### config.mk
export PLATFORM = sky130hd
export DESIGN_NAME = gpio_byte_port
export DESIGN_NICKNAME = d
export VERILOG_FILES = /design/src/rtl/gpio_port_pkg.sv /design/src/rtl/gpio_bus_decode.sv /design/src/rtl/gpio_port_regs.sv /design/src/rtl/gpio_pin_sync.sv /design/src/rtl/gpio_byte_port.sv
export SDC_FILE = /design/constraint.sdc
export NUM_CORES = 1
export LEC_CHECK = 0
export BUFFER_PORTS_ARGS = -buffer_cell sky130_fd_sc_hd__buf_4
export CORE_UTILIZATION = 51
export CTS_CLUSTER_DIAMETER = 80
export CTS_CLUSTER_SIZE = 8
export DETAILED_ROUTE_END_ITERATION = 16
export PLACE_DENSITY_LB_ADDON = 0.12
export SETUP_SLACK_MARGIN = 0.2
export SYNTH_ARGS = -nofsm -noshare
export SYNTH_HDL_FRONTEND = slang
export SYNTH_HIERARCHICAL = 1
export SYNTH_SLANG_ARGS = --single-unit
### constraint.sdc
create_clock -name clk -period 5.3 [get_ports clk]
set_input_delay 1.59 -clock clk [delete_from_list [all_inputs] [get_ports clk]]
set_output_delay 1.59 -clock clk [all_outputs]
set_load 0.02 [all_outputs]
### src/rtl/gpio_port_pkg.sv
package gpio_port_pkg;

  typedef enum logic [1:0] {
    OP_WRITE = 2'b00,
    OP_SET   = 2'b01,
    OP_CLEAR = 2'b10,
    OP_RSVD  = 2'b11
  } bus_op_e;

  // Read-modify-write of one latch bit; vectors up to 32 bits wide.
  function automatic logic [31:0] apply_bit_op(logic [31:0] cur, bus_op_e op, logic [4:0] idx);
    logic [31:0] mask;
    mask = 32'd1 << idx;
    case (op)
      OP_SET:   apply_bit_op = cur | mask;
      OP_CLEAR: apply_bit_op = cur & ~mask;
      default:  apply_bit_op = cur;
    endcase
  endfunction

  // A pin reaches the peripheral only as an enabled input.
  function automatic logic [31:0] gate_periph(logic [31:0] pins, logic [31:0] dir, logic [31:0] ien);
    gate_periph = pins & ~dir & ien;
  endfunction

endpackage

### src/rtl/gpio_bus_decode.sv
module gpio_bus_decode
  import gpio_port_pkg::*;
#(
  parameter int ADDR_W = 8,
  parameter logic [ADDR_W-1:0] DATA_ADDR = 8'h25,
  parameter logic [ADDR_W-1:0] DIR_ADDR  = 8'h26,
  parameter logic [ADDR_W-1:0] IEN_ADDR  = 8'h27
) (
  input  logic [ADDR_W-1:0] addr,
  input  logic              wr,
  input  logic [1:0]        op,
  output logic              hit_data,
  output logic              hit_dir,
  output logic              hit_ien,
  output logic              wr_data_norm,
  output logic              wr_set,
  output logic              wr_clr,
  output logic              wr_dir,
  output logic              wr_ien
);
  bus_op_e op_e;

  always_comb begin
    op_e         = bus_op_e'(op);
    hit_data     = (addr == DATA_ADDR);
    hit_dir      = (addr == DIR_ADDR);
    hit_ien      = (addr == IEN_ADDR);
    wr_data_norm = wr && hit_data && (op_e == OP_WRITE);
    wr_set       = wr && hit_data && (op_e == OP_SET);
    wr_clr       = wr && hit_data && (op_e == OP_CLEAR);
    wr_dir       = wr && hit_dir  && (op_e == OP_WRITE);
    wr_ien       = wr && hit_ien  && (op_e == OP_WRITE);
  end
endmodule

### src/rtl/gpio_port_regs.sv
module gpio_port_regs
  import gpio_port_pkg::*;
#(
  parameter int WIDTH = 8,
  localparam int BIT_W = $clog2(WIDTH)
) (
  input  logic             clk,
  input  logic             rst_n,
  input  logic [WIDTH-1:0] wdata,
  input  logic [1:0]       op,
  input  logic [BIT_W-1:0] bit_idx,
  input  logic             wr_data_norm,
  input  logic             wr_set,
  input  logic             wr_clr,
  input  logic             wr_dir,
  input  logic             wr_ien,
  output logic [WIDTH-1:0] latch_q,
  output logic [WIDTH-1:0] dir_q,
  output logic [WIDTH-1:0] ien_q
);
  logic [WIDTH-1:0] bitop_next;

  always_comb begin
    bitop_next = WIDTH'(apply_bit_op(32'(latch_q), bus_op_e'(op), 5'(bit_idx)));
  end

  // The output latch has no reset: its power-up value is undefined.
  always_ff @(posedge clk) begin
    if (wr_data_norm)          latch_q <= wdata;
    else if (wr_set || wr_clr) latch_q <= bitop_next;
  end

  always_ff @(posedge clk or negedge rst_n) begin
    if (!rst_n) begin
      dir_q <= '0;
      ien_q <= '0;
    end else begin
      if (wr_dir) dir_q <= wdata;
      if (wr_ien) ien_q <= wdata;
    end
  end
endmodule

### src/rtl/gpio_pin_sync.sv
module gpio_pin_sync #(
  parameter int WIDTH  = 8,
  parameter int STAGES = 2
) (
  input  logic             clk,
  input  logic             rst_n,
  input  logic [WIDTH-1:0] async_in,
  output logic [WIDTH-1:0] sync_out
);
  logic [WIDTH-1:0] stage_q [STAGES];

  always_ff @(posedge clk or negedge rst_n) begin
    if (!rst_n) stage_q[0] <= '0;
    else        stage_q[0] <= async_in;
  end

  for (genvar s = 1; s < STAGES; s++) begin : g_stage
    always_ff @(posedge clk or negedge rst_n) begin
      if (!rst_n) stage_q[s] <= '0;
      else        stage_q[s] <= stage_q[s-1];
    end
  end

  assign sync_out = stage_q[STAGES-1];
endmodule

### src/rtl/gpio_byte_port.sv
module gpio_byte_port
  import gpio_port_pkg::*;
#(
  parameter int WIDTH       = 8,
  parameter int ADDR_W      = 8,
  parameter int SYNC_STAGES = 2,
  parameter logic [ADDR_W-1:0] DATA_ADDR = 8'h25,
  parameter logic [ADDR_W-1:0] DIR_ADDR  = 8'h26,
  parameter logic [ADDR_W-1:0] IEN_ADDR  = 8'h27,
  localparam int BIT_W = $clog2(WIDTH)
) (
  input  logic              clk,
  input  logic              rst_n,
  input  logic [ADDR_W-1:0] bus_addr,
  input  logic [WIDTH-1:0]  bus_wdata,
  input  logic              bus_wr,
  input  logic [1:0]        bus_op,
  input  logic [BIT_W-1:0]  bus_bit,
  input  logic              bus_rd,
  output logic [WIDTH-1:0]  bus_rdata,
  output logic [WIDTH-1:0]  pad_out,
  output logic [WIDTH-1:0]  pad_oe,
  input  logic [WIDTH-1:0]  pad_in,
  output logic [WIDTH-1:0]  periph_in
);
  // Named internal events for the bound checker.
  logic hit_data, hit_dir, hit_ien;
  logic wr_data_norm, wr_set, wr_clr, wr_dir, wr_ien;
  logic [WIDTH-1:0] latch_q, dir_q, ien_q, pin_sync;

  gpio_bus_decode #(
    .ADDR_W(ADDR_W), .DATA_ADDR(DATA_ADDR), .DIR_ADDR(DIR_ADDR), .IEN_ADDR(IEN_ADDR)
  ) u_decode (
    .addr(bus_addr), .wr(bus_wr), .op(bus_op),
    .hit_data(hit_data), .hit_dir(hit_dir), .hit_ien(hit_ien),
    .wr_data_norm(wr_data_norm), .wr_set(wr_set), .wr_clr(wr_clr),
    .wr_dir(wr_dir), .wr_ien(wr_ien)
  );

  gpio_port_regs #(.WIDTH(WIDTH)) u_regs (
    .clk(clk), .rst_n(rst_n), .wdata(bus_wdata), .op(bus_op), .bit_idx(bus_bit),
    .wr_data_norm(wr_data_norm), .wr_set(wr_set), .wr_clr(wr_clr),
    .wr_dir(wr_dir), .wr_ien(wr_ien),
    .latch_q(latch_q), .dir_q(dir_q), .ien_q(ien_q)
  );

  gpio_pin_sync #(.WIDTH(WIDTH), .STAGES(SYNC_STAGES)) u_sync (
    .clk(clk), .rst_n(rst_n), .async_in(pad_in), .sync_out(pin_sync)
  );

  always_comb begin
    pad_out   = latch_q;
    pad_oe    = dir_q;
    periph_in = WIDTH'(gate_periph(32'(pin_sync), 32'(dir_q), 32'(ien_q)));
    bus_rdata = '0;
    if (bus_rd) begin
      if (hit_data)     bus_rdata = pin_sync;
      else if (hit_dir) bus_rdata = dir_q;
      else if (hit_ien) bus_rdata = ien_q;
    end
  end
endmodule

==> report_table.html, run 1 <==
<table>
<tr><th>Metric</th><th>Value</th></tr>
<tr><th colspan="2">Setup path</th></tr>
<tr><td>Most frequent cell on the critical path</td><td>buf_4</td></tr>
<tr><td>Slowest stage delay, CP</td><td>670 ps</td></tr>
<tr><td>Category of the most critical setup path</td><td>input pin to primary output</td></tr>
<tr><td>Worst path required time</td><td>3710 ps</td></tr>
<tr><td>Cell type of the slowest stage on the worst timing path</td><td>or4b_1</td></tr>
<tr><td>Critical R2R Capture</td><td>u_regs/dir_q[2]</td></tr>
<tr><td>Worst path arrival time</td><td>about 3300 ps</td></tr>
<tr><td>Kind of end point of the critical path</td><td>primary output</td></tr>
<tr><td>Startpoint of the most critical register-to-register path</td><td>u_regs/dir_q[2]</td></tr>
<tr><td>Reg-to-reg setup timing slack</td><td>4480 ps</td></tr>
<tr><td>Cells along the critical path</td><td>buf_4 &gt; or4b_1 &gt; nor3_2 &gt; buf_4 &gt; a21oi_2 &gt; a221oi_2 &gt; buf_4</td></tr>
<tr><td>Bufs and invs on worst path</td><td>3</td></tr>
<tr><td>Startpoint types</td><td>input pin</td></tr>
<tr><td>R2r worst-path depth</td><td>1</td></tr>
<tr><td>Highest fanout seen on the critical path</td><td>16</td></tr>
<tr><td>Category of cells accounting for the largest share of critical-path delay</td><td>simple AND/OR/NAND/NOR gates</td></tr>
<tr><th colspan="2">Detailed routing</th></tr>
<tr><td>Detailed Routing Iterations Pass 1</td><td>4</td></tr>
<tr><td>Final wirelength</td><td>4.15 mm</td></tr>
<tr><td>Wire length per cell</td><td>~15 µm</td></tr>
<tr><td>Number of antenna-violating nets in the routed design</td><td>0</td></tr>
<tr><td>Via density</td><td>~5.6</td></tr>
<tr><td>Total via count in the routed design</td><td>1516</td></tr>
<tr><td>DR iter-0 viols</td><td>between 60 and 70</td></tr>
<tr><td>Number of DRC violations after detailed routing</td><td>0</td></tr>
<tr><th colspan="2">Clock network</th></tr>
<tr><td>Clock tree from TritonCTS</td><td>done</td></tr>
<tr><td>CTS Buf Count</td><td>5</td></tr>
<tr><td>Buffer cell driving the clock tree root</td><td>clkbuf_8</td></tr>
<tr><td>Sinks on Clock Net</td><td>40</td></tr>
<tr><td>Max clock buf depth</td><td>2</td></tr>
<tr><td>CTS Hold Bufs</td><td>0</td></tr>
<tr><td>Clock transition at the registers of the reported paths</td><td>70 ps</td></tr>
<tr><td>Count of instances resized after the clock tree is built</td><td>0</td></tr>
<tr><td>CTS HTree Levels</td><td>2</td></tr>
<tr><td>Worst-Skew Late Latency</td><td>290 ps</td></tr>
<tr><td>Buffer count from post-CTS setup fixing</td><td>0</td></tr>
<tr><th colspan="2">Placed design</th></tr>
<tr><td>Setup slack at placement</td><td>352 ps</td></tr>
<tr><td>GP Congestion</td><td>between 0.7 and 0.8</td></tr>
<tr><td>DP HPWL</td><td>3.16 mm</td></tr>
<tr><td># port buffers</td><td>64</td></tr>
<tr><td>Total instance count after detailed placement</td><td>266</td></tr>
<tr><th colspan="2">Final layout</th></tr>
<tr><td>Non-filler cells in the finished layout</td><td>273</td></tr>
<tr><td>Fraction of final layout cells sized beyond drive strength 1</td><td>between 50% and 60%</td></tr>
<tr><td>Nets</td><td>258</td></tr>
<tr><td>Area grow syn2layout</td><td>26.4%</td></tr>
<tr><td>Antenna cell count</td><td>0</td></tr>
<tr><td>Most common cell after layout, fill and taps aside</td><td>buf_4</td></tr>
<tr><td>Filler Cell Count</td><td>around 280</td></tr>
<tr><td>Commonest cells after routing, fill and taps aside</td><td>69 x buf_4, 32 x dfrtp_1, 16 x mux2_2</td></tr>
<tr><th colspan="2">STA</th></tr>
<tr><td>Tmin final</td><td>~4900 ps</td></tr>
<tr><td>Unrepaired setup endpoints after global routing</td><td>no</td></tr>
<tr><td>Setup total negative slack</td><td>0 ps</td></tr>
<tr><td>Setup violators final</td><td>0</td></tr>
<tr><td>Final Hold Viols</td><td>0</td></tr>
<tr><td>Share of the clock period used by the worst path</td><td>between 90% and 100%</td></tr>
<tr><td>Number of pins exceeding their max-slew limit in the final report</td><td>0</td></tr>
<tr><td>Final Skew</td><td>about 0.40 ps</td></tr>
<tr><td>Slew Limit Headroom</td><td>62.5%</td></tr>
<tr><td>Setup slack of the critical path after layout</td><td>371 ps</td></tr>
<tr><td>Highest clock rate</td><td>approximately 0.2 GHz</td></tr>
<tr><td>Transition time at the pin with the least slew margin</td><td>556 ps</td></tr>
<tr><th colspan="2">Synthesis</th></tr>
<tr><td>Syn_area_per_cell</td><td>12.5 µm²</td></tr>
<tr><td>Flops &amp; latches, synth</td><td>40</td></tr>
<tr><td>Net count after synthesis</td><td>~200</td></tr>
<tr><td>Netlist area before placement</td><td>2060 µm²</td></tr>
<tr><td>Count of mapped cells out of synthesis</td><td>between 150 and 200</td></tr>
<tr><td>Number of distinct library cells after synthesis</td><td>30</td></tr>
<tr><td>Synth warn</td><td>6</td></tr>
<tr><td>Proportion of synthesized chip area in sequential cells</td><td>50.5%</td></tr>
<tr><th colspan="2">Worst hold path</th></tr>
<tr><td>Hold Path Cell Cnt</td><td>0</td></tr>
<tr><td>Startpoint of the tightest hold check path</td><td>u_sync/stage_q[12]</td></tr>
<tr><td>End point of the worst hold path</td><td>u_sync/sync_out[4]</td></tr>
<tr><td>Classification of the worst-slack hold path</td><td>flop to flop</td></tr>
<tr><th colspan="2">Power</th></tr>
<tr><td>Total net switching power</td><td>around 0.13 mW</td></tr>
<tr><td>Worst-case vdd ir drop</td><td>0.168 mV</td></tr>
<tr><td>Fraction of power spent switching nets</td><td>23.3%</td></tr>
<tr><td>Relative contribution of sequential cells to total power</td><td>57.3%</td></tr>
<tr><td>Cell internal power dissipation</td><td>0.435 mW</td></tr>
<tr><td>Share of total power in the clock network</td><td>33.5%</td></tr>
<tr><td>Power density normalized to cell area</td><td>217 nW/µm²</td></tr>
<tr><td>Leak pwr</td><td>1.21 nW</td></tr>
<tr><td>Combinational Power Share</td><td>9.2%</td></tr>
<tr><th colspan="2">Floorplan</th></tr>
<tr><td>Chip height</td><td>65.6 µm</td></tr>
<tr><td>Placeable core area</td><td>3770 µm²</td></tr>
<tr><td>Overall die area</td><td>between 4000 and 5000 µm²</td></tr>
<tr><td>Floorplan die width</td><td>around 66 µm</td></tr>
<tr><td>Initial standard-cell utilization of the core</td><td>54.7%</td></tr>
<tr><td>Num ports</td><td>between 60 and 70</td></tr>
<tr><td>Cell Rows</td><td>22</td></tr>
<tr><th colspan="2">Global route</th></tr>
<tr><td>Total routing resource utilization after global routing</td><td>21.4%</td></tr>
<tr><td>Wire length of the first global-routing pass</td><td>6.70 mm</td></tr>
<tr><td>Antenna violations before repair</td><td>0</td></tr>
<tr><td>Residual overflow from global routing</td><td>0</td></tr>
<tr><td>Pin count of the biggest net entering global routing</td><td>33</td></tr>
<tr><td>Via count of the first global-routing pass</td><td>1423</td></tr>
<tr><th colspan="2">Run</th></tr>
<tr><td>Max-cap violations</td><td>0</td></tr>
<tr><th colspan="2">Outcome</th></tr>
<tr><td>Status</td><td>completed</td></tr>
</table>
[power groups by stage]
| stage | Clock, mW | Sequential, mW | Combinational (mW) |
|---|---|---|---|
| finish | 0.190 | 0.325 | 0.0520 |
| detailed placement | 0 | 0.331 | 0.0524 |
| global route | 0.211 | 0.326 | 0.0572 |
| floorplan | 0 | 0.331 | 0.0227 |
| CTS | 0.197 | 0.325 | 0.0526 |
| global placement | 0 | 0.331 | 0.0504 |
[kinds of logic (layout without fill, tap and decap cells)]
group / Yosys count / after routing / synth area share, %
muxes: 16 / 16 / 8.73
AOI/OAI and AO/OA: 34 / 34 / 16.3
buffers and inverters: 28 / 88 / 8.73
and+or+nand+nor: 46 / 46 / 15.0
xor gates and xnor gates: 1 / 1 / 0.789
DFF: 40 / 40 / 50.5
[Yosys cell counts]
cell | instances | share of area [%]
dfrtp_1 | 32 | 39
mux2_2 | 16 | 8.7
nand2_1 | 12 | 2.2
o31ai_1 | 12 | 4.4
inv_1 | 11 | 2.0
a21oi_2 | 8 | 3.4
a221oi_2 | 8 | 5.8
buf_4 | 8 | 2.9
edfxtp_1 | 8 | 12
nand3b_1 | 8 | 2.9
nor3b_1 | 6 | 2.2
buf_2 | 5 | 1.2
nor3_1 | 4 | 0.97
buf_6 | 3 | 1.6
nand2b_1 | 3 | 0.91
nor2_1 | 3 | 0.55
o41ai_1 | 3 | 1.3
nand3b_4 | 2 | 1.9
nor4_1 | 2 | 0.61
buf_12 | 1 | 0.97
nor2b_2 | 1 | 0.42
nor4_2 | 1 | 0.61
o21ai_0 | 1 | 0.24
o21bai_1 | 1 | 0.36
o41ai_2 | 1 | 0.79
or2_2 | 1 | 0.30
or3b_2 | 1 | 0.42
or4b_1 | 1 | 0.49
or4bb_1 | 1 | 0.55
xnor2_2 | 1 | 0.79
[area by class of cell]
type / instances / area, µm² / area share, %
inverter: 11 / 41.3 / 1.58
multi-input combinational: 97 / 847 / 32.5
clock buffer: 5 / 68.8 / 2.64
clock inverter: 2 / 11.3 / 0.432
timing repair buffer: 70 / 538 / 20.6
tap: 48 / 60.1 / 2.30
sequential: 40 / 1040 / 39.9
[how the worst max path moves through the flow]
stage / from / endpoint / slack (ps) / depth (start not counted)
global route: bus_addr[4] / bus_rdata[4] / 240 / 7
floorplan: bus_addr[4] / bus_rdata[5] / 380 / 6
CTS: bus_addr[4] / bus_rdata[4] / 350 / 7
detailed placement: bus_addr[4] / bus_rdata[4] / 350 / 7
finish: bus_addr[4] / bus_rdata[4] / 370 / 7
global placement: bus_addr[4] / bus_rdata[7] / 390 / 7
[per-layer routing]
layer | up-vias | track usage [%] | wire [µm]
li1 | 717 | - | -
met1 | 730 | 26.8 | 1730
met2 | 60 | 35.6 | 2100
met3 | 9 | 4.69 | 251
met4 | 0 | 8.70 | 65
met5 | - | 0 | 0
[stage by stage]
stage	total power, mW	utilization, %	cell area, µm²	hold WS [ps]
global route	0.594	69.1	2610	366
floorplan	0.354	-	2060	331
finish	0.567	69.1	2610	350
global placement	0.381	67.0	2530	332
detailed placement	0.384	67.0	2530	335
CTS	0.574	69.1	2610	352
No activity file was read; power rests on OpenSTA's default activity.
==> run 2: changes to the inputs <==
ABC_AREA = 1   (was not set)
==> run 2 against run 1 <==
Compared with the run above:
- via count grew 11%
- die area grew 2.1%
- core utilization shrank 0.76 points
- largest cell class unchanged
- highest routed layer unchanged
==> report_table.html, run 2 <==
<table>
<tr><th>Metric</th><th>Value</th></tr>
<tr><th colspan="2">Setup path</th></tr>
<tr><td>Worst path required time</td><td>3710 ps (about the same)</td></tr>
<tr><td>Slowest stage delay, CP</td><td>370 ps (-300 ps)</td></tr>
<tr><td>Most frequent cell on the critical path</td><td>nand2_1</td></tr>
<tr><td>Critical R2R Capture</td><td>u_regs/dir_q[6]</td></tr>
<tr><td>Worst path arrival time</td><td>2850 ps (-490 ps)</td></tr>
<tr><td>Reg-to-reg setup timing slack</td><td>4490 ps (about the same)</td></tr>
<tr><td>R2r worst-path depth</td><td>1 (unchanged)</td></tr>
<tr><td>Kind of end point of the critical path</td><td>primary output</td></tr>
<tr><td>Category of the most critical setup path</td><td>input pin to primary output</td></tr>
<tr><td>Startpoint types</td><td>input pin</td></tr>
<tr><td>Highest fanout seen on the critical path</td><td>16 (unchanged)</td></tr>
<tr><td>Bufs and invs on worst path</td><td>4 (+1)</td></tr>
<tr><td>Category of cells accounting for the largest share of critical-path delay</td><td>buffers and inverters</td></tr>
<tr><td>Cell type of the slowest stage on the worst timing path</td><td>inv_1</td></tr>
<tr><td>Startpoint of the most critical register-to-register path</td><td>u_regs/dir_q[6]</td></tr>
<tr><td>Cells along the critical path</td><td>buf_4 &gt; inv_1 &gt; nand2_2 &gt; nor2_4 &gt; nand2_1 &gt; inv_1 &gt; nand2_1 &gt; nand2_1 &gt; nor2_1 &gt; nor2_1 &gt; buf_4</td></tr>
<tr><th colspan="2">STA</th></tr>
<tr><td>Setup total negative slack</td><td>0 ps (unchanged)</td></tr>
<tr><td>Highest clock rate</td><td>0.225 GHz (+11%)</td></tr>
<tr><td>Final Skew</td><td>3.98 ps (+3.57 ps)</td></tr>
<tr><td>Tmin final</td><td>4440 ps (-485 ps)</td></tr>
<tr><td>Minimum hold slack</td><td>353 ps (+3.19 ps)</td></tr>
<tr><td>Setup slack of the critical path after layout</td><td>856 ps (+485 ps)</td></tr>
<tr><td>Transition time at the pin with the least slew margin</td><td>825 ps (+268 ps)</td></tr>
<tr><td>Final Hold Viols</td><td>0 (unchanged)</td></tr>
<tr><td>Setup violators final</td><td>0 (unchanged)</td></tr>
<tr><td>Share of the clock period used by the worst path</td><td>83.8% (-9.2 points)</td></tr>
<tr><td>Unrepaired setup endpoints after global routing</td><td>no</td></tr>
<tr><td>Number of pins exceeding their max-slew limit in the final report</td><td>0 (unchanged)</td></tr>
<tr><td>Slew Limit Headroom</td><td>44.8% (-18 points)</td></tr>
<tr><th colspan="2">Power</th></tr>
<tr><td>Relative contribution of sequential cells to total power</td><td>57.4% (about the same)</td></tr>
<tr><td>Power density normalized to cell area</td><td>218 nW/µm² (+0.28%)</td></tr>
<tr><td>Combinational Power Share</td><td>9.3% (about the same)</td></tr>
<tr><td>Fraction of power spent switching nets</td><td>23.2% (-0.16 points)</td></tr>
<tr><td>Total net switching power</td><td>0.131 mW (-0.78%)</td></tr>
<tr><td>Cell internal power dissipation</td><td>0.435 mW (about the same)</td></tr>
<tr><td>Leak pwr</td><td>1.41 nW (+16%)</td></tr>
<tr><td>Worst-case vdd ir drop</td><td>0.155 mV (-7.8%)</td></tr>
<tr><td>Share of total power in the clock network</td><td>33.3% (-0.2 points)</td></tr>
<tr><th colspan="2">Clock network</th></tr>
<tr><td>Clock transition at the registers of the reported paths</td><td>70 ps (about the same)</td></tr>
<tr><td>Sinks on Clock Net</td><td>40 (unchanged)</td></tr>
<tr><td>CTS HTree Levels</td><td>2 (unchanged)</td></tr>
<tr><td>Worst-Skew Late Latency</td><td>290 ps (about the same)</td></tr>
<tr><td>Buffer cell driving the clock tree root</td><td>clkbuf_8</td></tr>
<tr><td>CTS Hold Bufs</td><td>0 (unchanged)</td></tr>
<tr><td>Buffer count from post-CTS setup fixing</td><td>0 (unchanged)</td></tr>
<tr><td>Count of instances resized after the clock tree is built</td><td>0 (unchanged)</td></tr>
<tr><td>CTS Buf Count</td><td>5 (unchanged)</td></tr>
<tr><td>Clock tree from TritonCTS</td><td>done</td></tr>
<tr><td>Max clock buf depth</td><td>2 (unchanged)</td></tr>
<tr><th colspan="2">Floorplan</th></tr>
<tr><td>Initial standard-cell utilization of the core</td><td>55.5% (+0.76 points)</td></tr>
<tr><td>Cell Rows</td><td>22 (unchanged)</td></tr>
<tr><td>Overall die area</td><td>4390 µm² (+2.1%)</td></tr>
<tr><td>Floorplan die width</td><td>66.3 µm (+1.0%)</td></tr>
<tr><td>Chip height</td><td>66.3 µm (+1.0%)</td></tr>
<tr><td>Placeable core area</td><td>3800 µm² (+0.73%)</td></tr>
<tr><td>Num ports</td><td>65 (unchanged)</td></tr>
<tr><th colspan="2">Detailed routing</th></tr>
<tr><td>Detailed Routing Iterations Pass 1</td><td>4 (unchanged)</td></tr>
<tr><td>Total via count in the routed design</td><td>1683 (+11%)</td></tr>
<tr><td>Via density</td><td>4.75 (-14%)</td></tr>
<tr><td>Number of DRC violations after detailed routing</td><td>0 (unchanged)</td></tr>
<tr><td>Number of antenna-violating nets in the routed design</td><td>0 (unchanged)</td></tr>
<tr><td>DR iter-0 viols</td><td>128 (+110%)</td></tr>
<tr><td>Final wirelength</td><td>4.17 mm (+0.26%)</td></tr>
<tr><td>Wire length per cell</td><td>11.8 µm (-23%)</td></tr>
<tr><th colspan="2">Global route</th></tr>
<tr><td>Residual overflow from global routing</td><td>0 (unchanged)</td></tr>
<tr><td>Via count of the first global-routing pass</td><td>1591 (+12%)</td></tr>
<tr><td>Wire length of the first global-routing pass</td><td>6.98 mm (+4.2%)</td></tr>
<tr><td>Total routing resource utilization after global routing</td><td>21.5% (+0.12 points)</td></tr>
<tr><td>Pin count of the biggest net entering global routing</td><td>33 (unchanged)</td></tr>
<tr><td>Antenna violations before repair</td><td>0 (unchanged)</td></tr>
<tr><th colspan="2">Final layout</th></tr>
<tr><td>Post-route design area</td><td>2600 µm² (-0.38%)</td></tr>
<tr><td>Filler Cell Count</td><td>320 (+16%)</td></tr>
<tr><td>Antenna cell count</td><td>0 (unchanged)</td></tr>
<tr><td>Area grow syn2layout</td><td>23.3%</td></tr>
<tr><td>Fraction of final layout cells sized beyond drive strength 1</td><td>34.3% (-18 points)</td></tr>
<tr><td>Seq. cell area</td><td>1040 µm² (unchanged)</td></tr>
<tr><td>Non-filler cells in the finished layout</td><td>354 (+30%)</td></tr>
<tr><td>Most common cell after layout, fill and taps aside</td><td>nand2_1</td></tr>
<tr><td>Area taken by multi-input logic gates</td><td>812 µm² (-4.1%)</td></tr>
<tr><td>Commonest cells after routing, fill and taps aside</td><td>67 x nand2_1, 64 x buf_4, 49 x nor2_1</td></tr>
<tr><td>Nets</td><td>339 (+31%)</td></tr>
<tr><th colspan="2">Synthesis</th></tr>
<tr><td>Number of distinct library cells after synthesis</td><td>21 (-30%)</td></tr>
<tr><td>Most numerous cell in the Yosys netlist</td><td>nand2_1</td></tr>
<tr><td>Post-synth ARST share</td><td>80.0% (unchanged)</td></tr>
<tr><td>Syn_area_per_cell</td><td>8.43 µm² (-33%)</td></tr>
<tr><td>Flops &amp; latches, synth</td><td>40 (unchanged)</td></tr>
<tr><td>Leading post-synthesis cells by instance count</td><td>67 x nand2_1, 49 x nor2_1, 32 x dfrtp_1</td></tr>
<tr><td>Library cell occupying the most area in the post-synthesis netlist</td><td>dfrtp_1</td></tr>
<tr><td>Netlist area before placement</td><td>2110 µm² (+2.1%)</td></tr>
<tr><td>Count of mapped cells out of synthesis</td><td>250 (+52%)</td></tr>
<tr><td>Proportion of synthesized chip area in sequential cells</td><td>49.4% (-1.0 points)</td></tr>
<tr><td>Number of synthesized flops with an enable pin</td><td>8 (unchanged)</td></tr>
<tr><td>Net count after synthesis</td><td>283 (+43%)</td></tr>
<tr><td>Post-synth top area share</td><td>38.0% (-0.81 points)</td></tr>
<tr><td>Cell types occupying the most area after synthesis</td><td>dfrtp_1 38%, nand2_1 12%, edfxtp_1 11%</td></tr>
<tr><td>Primary flip-flop cell chosen by synthesis mapping</td><td>dfrtp_1</td></tr>
<tr><td>Synth warn</td><td>6 (unchanged)</td></tr>
<tr><th colspan="2">Worst hold path</th></tr>
<tr><td>Startpoint of the tightest hold check path</td><td>u_sync/stage_q[9]</td></tr>
<tr><td>End point of the worst hold path</td><td>u_sync/sync_out[1]</td></tr>
<tr><td>Classification of the worst-slack hold path</td><td>flop to flop</td></tr>
<tr><td>Hold Path Cell Cnt</td><td>0 (unchanged)</td></tr>
<tr><th colspan="2">Placed design</th></tr>
<tr><td># port buffers</td><td>64 (unchanged)</td></tr>
<tr><td>Total instance count after detailed placement</td><td>347 (+30%)</td></tr>
<tr><td>DP HPWL</td><td>3.15 mm (about the same)</td></tr>
<tr><td>Setup slack at placement</td><td>857 ps (+506 ps)</td></tr>
<tr><td>Area after detailed placement</td><td>2520 µm² (-0.40%)</td></tr>
<tr><td>GP Congestion</td><td>0.777 (-1.8%)</td></tr>
<tr><th colspan="2">Outcome</th></tr>
<tr><td>Status</td><td>completed</td></tr>
<tr><th colspan="2">Run</th></tr>
<tr><td>Max-cap violations</td><td>0 (unchanged)</td></tr>
</table>
run 2: changes by cell type after synthesis, sizes merged, moves of 8 or more:
cell	before	now
nand3b	10	0
nand3	0	9
o31ai	12	0
a221oi	8	0
nand2	12	76
inv	11	31
nor2	3	53
run 2: how the worst max path moves through the flow:
stage                      from  slack (ps)  depth (start not counted)            to
CTS                 bus_addr[6]         850                         11  bus_rdata[3]
detailed placement  bus_addr[6]         860                         11  bus_rdata[3]
global route        bus_addr[6]         640                         11  bus_rdata[2]
floorplan           bus_addr[6]        1160                         11  bus_rdata[6]
finish              bus_addr[6]         860                         11  bus_rdata[3]
global placement    bus_addr[4]         880                         11  bus_rdata[3]
run 2: area by class of cell:
class / instances / area share (%)
sequential: 40 / 40.1
inverter: 31 / 4.77
multi-input combinational: 164 / 31.3
clock inverter: 2 / 0.434
clock buffer: 5 / 2.65
timing repair buffer: 64 / 18.5
tap: 48 / 2.31
run 2: cells by family after synthesis:
family                 after synthesis  synth area share (%)
multiplexers                        16                  8.55
AO/OA/AOI/OAI                       10                  2.38
AND/OR/NAND/NOR                    138                  27.6
buffers and inverters               46                  12.1
flip-flops                          40                  49.4
run 2: metrics by stage:
stage / utilization (%) / power (mW)
2_1_floorplan: - / 0.354
5_1_grt: 68.4 / 0.589
3_5_place_dp: 66.3 / 0.385
4_1_cts: 68.4 / 0.574
3_3_place_gp: 66.3 / 0.383
6_report: 68.4 / 0.566
run 2: metal layers:
layer / vias to the layer above / part of all wire [%] / global-route usage [%]
met4: 0 / 2.0 / 9.84
met3: 8 / 6.0 / 4.31
met1: 756 / 43 / 26.4
li1: 859 / - / -
met5: - / 0 / 0
met2: 60 / 49 / 36.2
run 2: power by group through the flow:
stage | clock [mW] | combinational, mW | sequential (mW)
after floorplan | 0 | 0.0233 | 0.331
after global placement | 0 | 0.0520 | 0.331
after detailed placement | 0 | 0.0530 | 0.332
after CTS | 0.195 | 0.0531 | 0.325
after global routing | 0.204 | 0.0591 | 0.326
final | 0.189 | 0.0526 | 0.325
==> run 3: changes to the inputs <==
clock period = 4.1 ns   (was 5.3 ns; I/O delays follow)
==> run 3 against run 2 <==
Compared with the run above:
- via count up 2.6%
- count of clock-buffer cells in the layout rose by 2
- wire length rose by 4.7%
- worst setup slack worse by 440 ps
- critical path depth shrank 1
- global-route usage up 1.9 points
- largest cell class unchanged
==> report_table.html, run 3 (synthesis gave the netlist of run 2 again) <==
<table>
<tr><th>Metric</th><th>Value</th></tr>
<tr><th colspan="2">Clock network</th></tr>
<tr><td>Buffer count from post-CTS setup fixing</td><td>0 (unchanged)</td></tr>
<tr><td>CTS HTree Levels</td><td>2 (unchanged)</td></tr>
<tr><td>Clock tree from TritonCTS</td><td>done</td></tr>
<tr><td>Clock transition at the registers of the reported paths</td><td>70 ps (about the same)</td></tr>
<tr><td>Worst-Skew Late Latency</td><td>300 ps (about the same)</td></tr>
<tr><td>CTS Hold Bufs</td><td>0 (unchanged)</td></tr>
<tr><td>Max clock buf depth</td><td>2 (unchanged)</td></tr>
<tr><td>CTS Buf Count</td><td>5 (unchanged)</td></tr>
<tr><td>Buffer cell driving the clock tree root</td><td>clkbuf_8</td></tr>
<tr><td>Sinks on Clock Net</td><td>40 (unchanged)</td></tr>
<tr><th colspan="2">Power</th></tr>
<tr><td>Power density normalized to cell area</td><td>308 nW/µm² (+41%)</td></tr>
<tr><td>Worst-case vdd ir drop</td><td>0.180 mV (+16%)</td></tr>
<tr><td>Leak pwr</td><td>1.42 nW (+0.82%)</td></tr>
<tr><th colspan="2">STA</th></tr>
<tr><td>Tmin final</td><td>3680 ps</td></tr>
<tr><td>Unrepaired setup endpoints after global routing</td><td>no</td></tr>
<tr><td>Number of pins exceeding their max-slew limit in the final report</td><td>0 (unchanged)</td></tr>
<tr><td>Slew Limit Headroom</td><td>44.2% (-0.57 points)</td></tr>
<tr><td>Highest clock rate</td><td>0.272 GHz</td></tr>
<tr><td>Setup violators final</td><td>0 (unchanged)</td></tr>
<tr><td>Final Hold Viols</td><td>0 (unchanged)</td></tr>
<tr><td>Final Skew</td><td>8.10 ps (+4.12 ps)</td></tr>
<tr><td>Setup total negative slack</td><td>0 ps (unchanged)</td></tr>
<tr><td>Minimum hold slack</td><td>354 ps (+1.21 ps)</td></tr>
<tr><td>Transition time at the pin with the least slew margin</td><td>833 ps (+8.54 ps)</td></tr>
<tr><td>Share of the clock period used by the worst path</td><td>89.8%</td></tr>
<tr><th colspan="2">Final layout</th></tr>
<tr><td>Non-filler cells in the finished layout</td><td>355 (+0.28%)</td></tr>
<tr><td>Area grow syn2layout</td><td>25.7%</td></tr>
<tr><td>Most common cell after layout, fill and taps aside</td><td>nand2_1</td></tr>
<tr><td>Commonest cells after routing, fill and taps aside</td><td>67 x nand2_1, 65 x buf_4, 49 x nor2_1</td></tr>
<tr><td>Fraction of final layout cells sized beyond drive strength 1</td><td>34.9% (+0.54 points)</td></tr>
<tr><td>Nets</td><td>340 (+0.29%)</td></tr>
<tr><td>Antenna cell count</td><td>0 (unchanged)</td></tr>
<tr><td>Filler Cell Count</td><td>324 (+1.3%)</td></tr>
<tr><th colspan="2">Worst hold path</th></tr>
<tr><td>End point of the worst hold path</td><td>u_sync/sync_out[1]</td></tr>
<tr><td>Hold Path Cell Cnt</td><td>0 (unchanged)</td></tr>
<tr><td>Classification of the worst-slack hold path</td><td>flop to flop</td></tr>
<tr><td>Startpoint of the tightest hold check path</td><td>u_sync/stage_q[9]</td></tr>
<tr><th colspan="2">Setup path</th></tr>
<tr><td>Startpoint types</td><td>input pin</td></tr>
<tr><td>Worst path required time</td><td>2870 ps (-840 ps)</td></tr>
<tr><td>Highest fanout seen on the critical path</td><td>16 (unchanged)</td></tr>
<tr><td>Critical R2R Capture</td><td>u_regs/dir_q[4]</td></tr>
<tr><td>Worst path arrival time</td><td>2450 ps (-400 ps)</td></tr>
<tr><td>Launch point of the critical path</td><td>bus_addr[2]</td></tr>
<tr><td>R2r worst-path depth</td><td>1 (unchanged)</td></tr>
<tr><td>Kind of end point of the critical path</td><td>primary output</td></tr>
<tr><td>Category of the most critical setup path</td><td>input pin to primary output</td></tr>
<tr><td>Startpoint of the most critical register-to-register path</td><td>u_regs/dir_q[4]</td></tr>
<tr><td>Reg-to-reg setup timing slack</td><td>3280 ps (-1210 ps)</td></tr>
<tr><th colspan="2">Detailed routing</th></tr>
<tr><td>Detailed Routing Iterations Pass 1</td><td>4 (unchanged)</td></tr>
<tr><td>Wire length per cell</td><td>12.3 µm (+4.4%)</td></tr>
<tr><td>Via density</td><td>4.86 (+2.3%)</td></tr>
<tr><td>Total via count in the routed design</td><td>1727 (+2.6%)</td></tr>
<tr><td>Number of antenna-violating nets in the routed design</td><td>0 (unchanged)</td></tr>
<tr><td>Number of DRC violations after detailed routing</td><td>0 (unchanged)</td></tr>
<tr><td>DR iter-0 viols</td><td>131 (+2.3%)</td></tr>
<tr><td>Final wirelength</td><td>4.36 mm (+4.7%)</td></tr>
<tr><th colspan="2">Global route</th></tr>
<tr><td>Total routing resource utilization after global routing</td><td>23.4% (+1.9 points)</td></tr>
<tr><td>Layer with the highest usage</td><td>met2</td></tr>
<tr><td>Antenna violations before repair</td><td>0 (unchanged)</td></tr>
<tr><td>Pin count of the biggest net entering global routing</td><td>33 (unchanged)</td></tr>
<tr><td>Met3 track demand over resource</td><td>6.55% (+2.2 points)</td></tr>
<tr><td>GR met1 Demand/Resource</td><td>27.6% (+1.3 points)</td></tr>
<tr><td>Via count of the first global-routing pass</td><td>1667 (+4.8%)</td></tr>
<tr><td>Wire length of the first global-routing pass</td><td>7.39 mm (+5.8%)</td></tr>
<tr><td>GR Util met2</td><td>38.6% (+2.4 points)</td></tr>
<tr><td>Residual overflow from global routing</td><td>0 (unchanged)</td></tr>
<tr><th colspan="2">Floorplan</th></tr>
<tr><td>Overall die area</td><td>4390 µm² (unchanged)</td></tr>
<tr><td>Chip height</td><td>66.3 µm (unchanged)</td></tr>
<tr><td>Num ports</td><td>65 (unchanged)</td></tr>
<tr><td>Floorplan die width</td><td>66.3 µm (unchanged)</td></tr>
<tr><td>Cell Rows</td><td>22 (unchanged)</td></tr>
<tr><td>Initial standard-cell utilization of the core</td><td>55.5% (unchanged)</td></tr>
<tr><td>Placeable core area</td><td>3800 µm² (unchanged)</td></tr>
<tr><th colspan="2">Placed design</th></tr>
<tr><td># port buffers</td><td>64 (unchanged)</td></tr>
<tr><td>DP HPWL</td><td>3.22 mm (+2.1%)</td></tr>
<tr><td>GP Congestion</td><td>0.782 (+0.57%)</td></tr>
<tr><td>Total instance count after detailed placement</td><td>348 (+0.29%)</td></tr>
<tr><th colspan="2">Run</th></tr>
<tr><td>Max-cap violations</td><td>0 (unchanged)</td></tr>
<tr><th colspan="2">Outcome</th></tr>
<tr><td>Status</td><td>completed</td></tr>
</table>
[run 3: final cells by class]
type | count | area, µm² | area share, %
inverter | 31 | 128 | 4.82
multi-input combinational | 164 | 812 | 30.7
sequential | 40 | 1040 | 39.3
clock buffer | 7 | 119 | 4.49
timing repair buffer | 65 | 488 | 18.4
tap | 48 | 60.1 | 2.27
[run 3: through the flow]
step / utilization, % / setup slack, ps / total power [mW] / instance area, µm²
after floorplan: - / 682 / 0.458 / 2110
after global placement: 66.5 / 402 / 0.495 / 2520
after detailed placement: 66.5 / 354 / 0.498 / 2520
after CTS: 69.6 / 346 / 0.822 / 2640
after global routing: 69.7 / 268 / 0.849 / 2650
final: 69.7 / 418 / 0.816 / 2650
[run 3: how the worst max path moves through the flow]
stage	to	slack, ps	depth (start not counted)
after floorplan	bus_rdata[6]	680	11
after global placement	bus_rdata[3]	400	11
after detailed placement	bus_rdata[1]	350	11
after CTS	bus_rdata[1]	350	11
after global routing	bus_rdata[1]	270	10
final	bus_rdata[1]	420	10
[run 3: what timing repair did]
item                                   in CTS  in global routing
gates resized for setup                     0                  1
endpoints found under the hold margin       0                  0
setup endpoints to repair                   0                  5
[run 3: worst max-delay path, stage by stage]
cell and delay (ps):
buf_4 110, nand2_2 80, nor2_1 50, nand2_1 120, clkinvlp_4 290, nand2_1 160
nand2_1 70, nor2_1 140, nor2_1 50, buf_4 150
[run 3: power breakdown]
group          leakage [nW]  total (mW)  switching, mW  internal [mW]
Sequential            0.467       0.420        0.00523          0.415
Clock                0.0606       0.327          0.137          0.191
Combinational         0.896      0.0686         0.0366         0.0320
Total                  1.42       0.816          0.179          0.638
[run 3: layer usage]
metal,vias up,part of all wire (%)
met1,786,41
met3,9,6.3
li1,864,-
met4,0,2.1
met5,-,0
met2,68,50
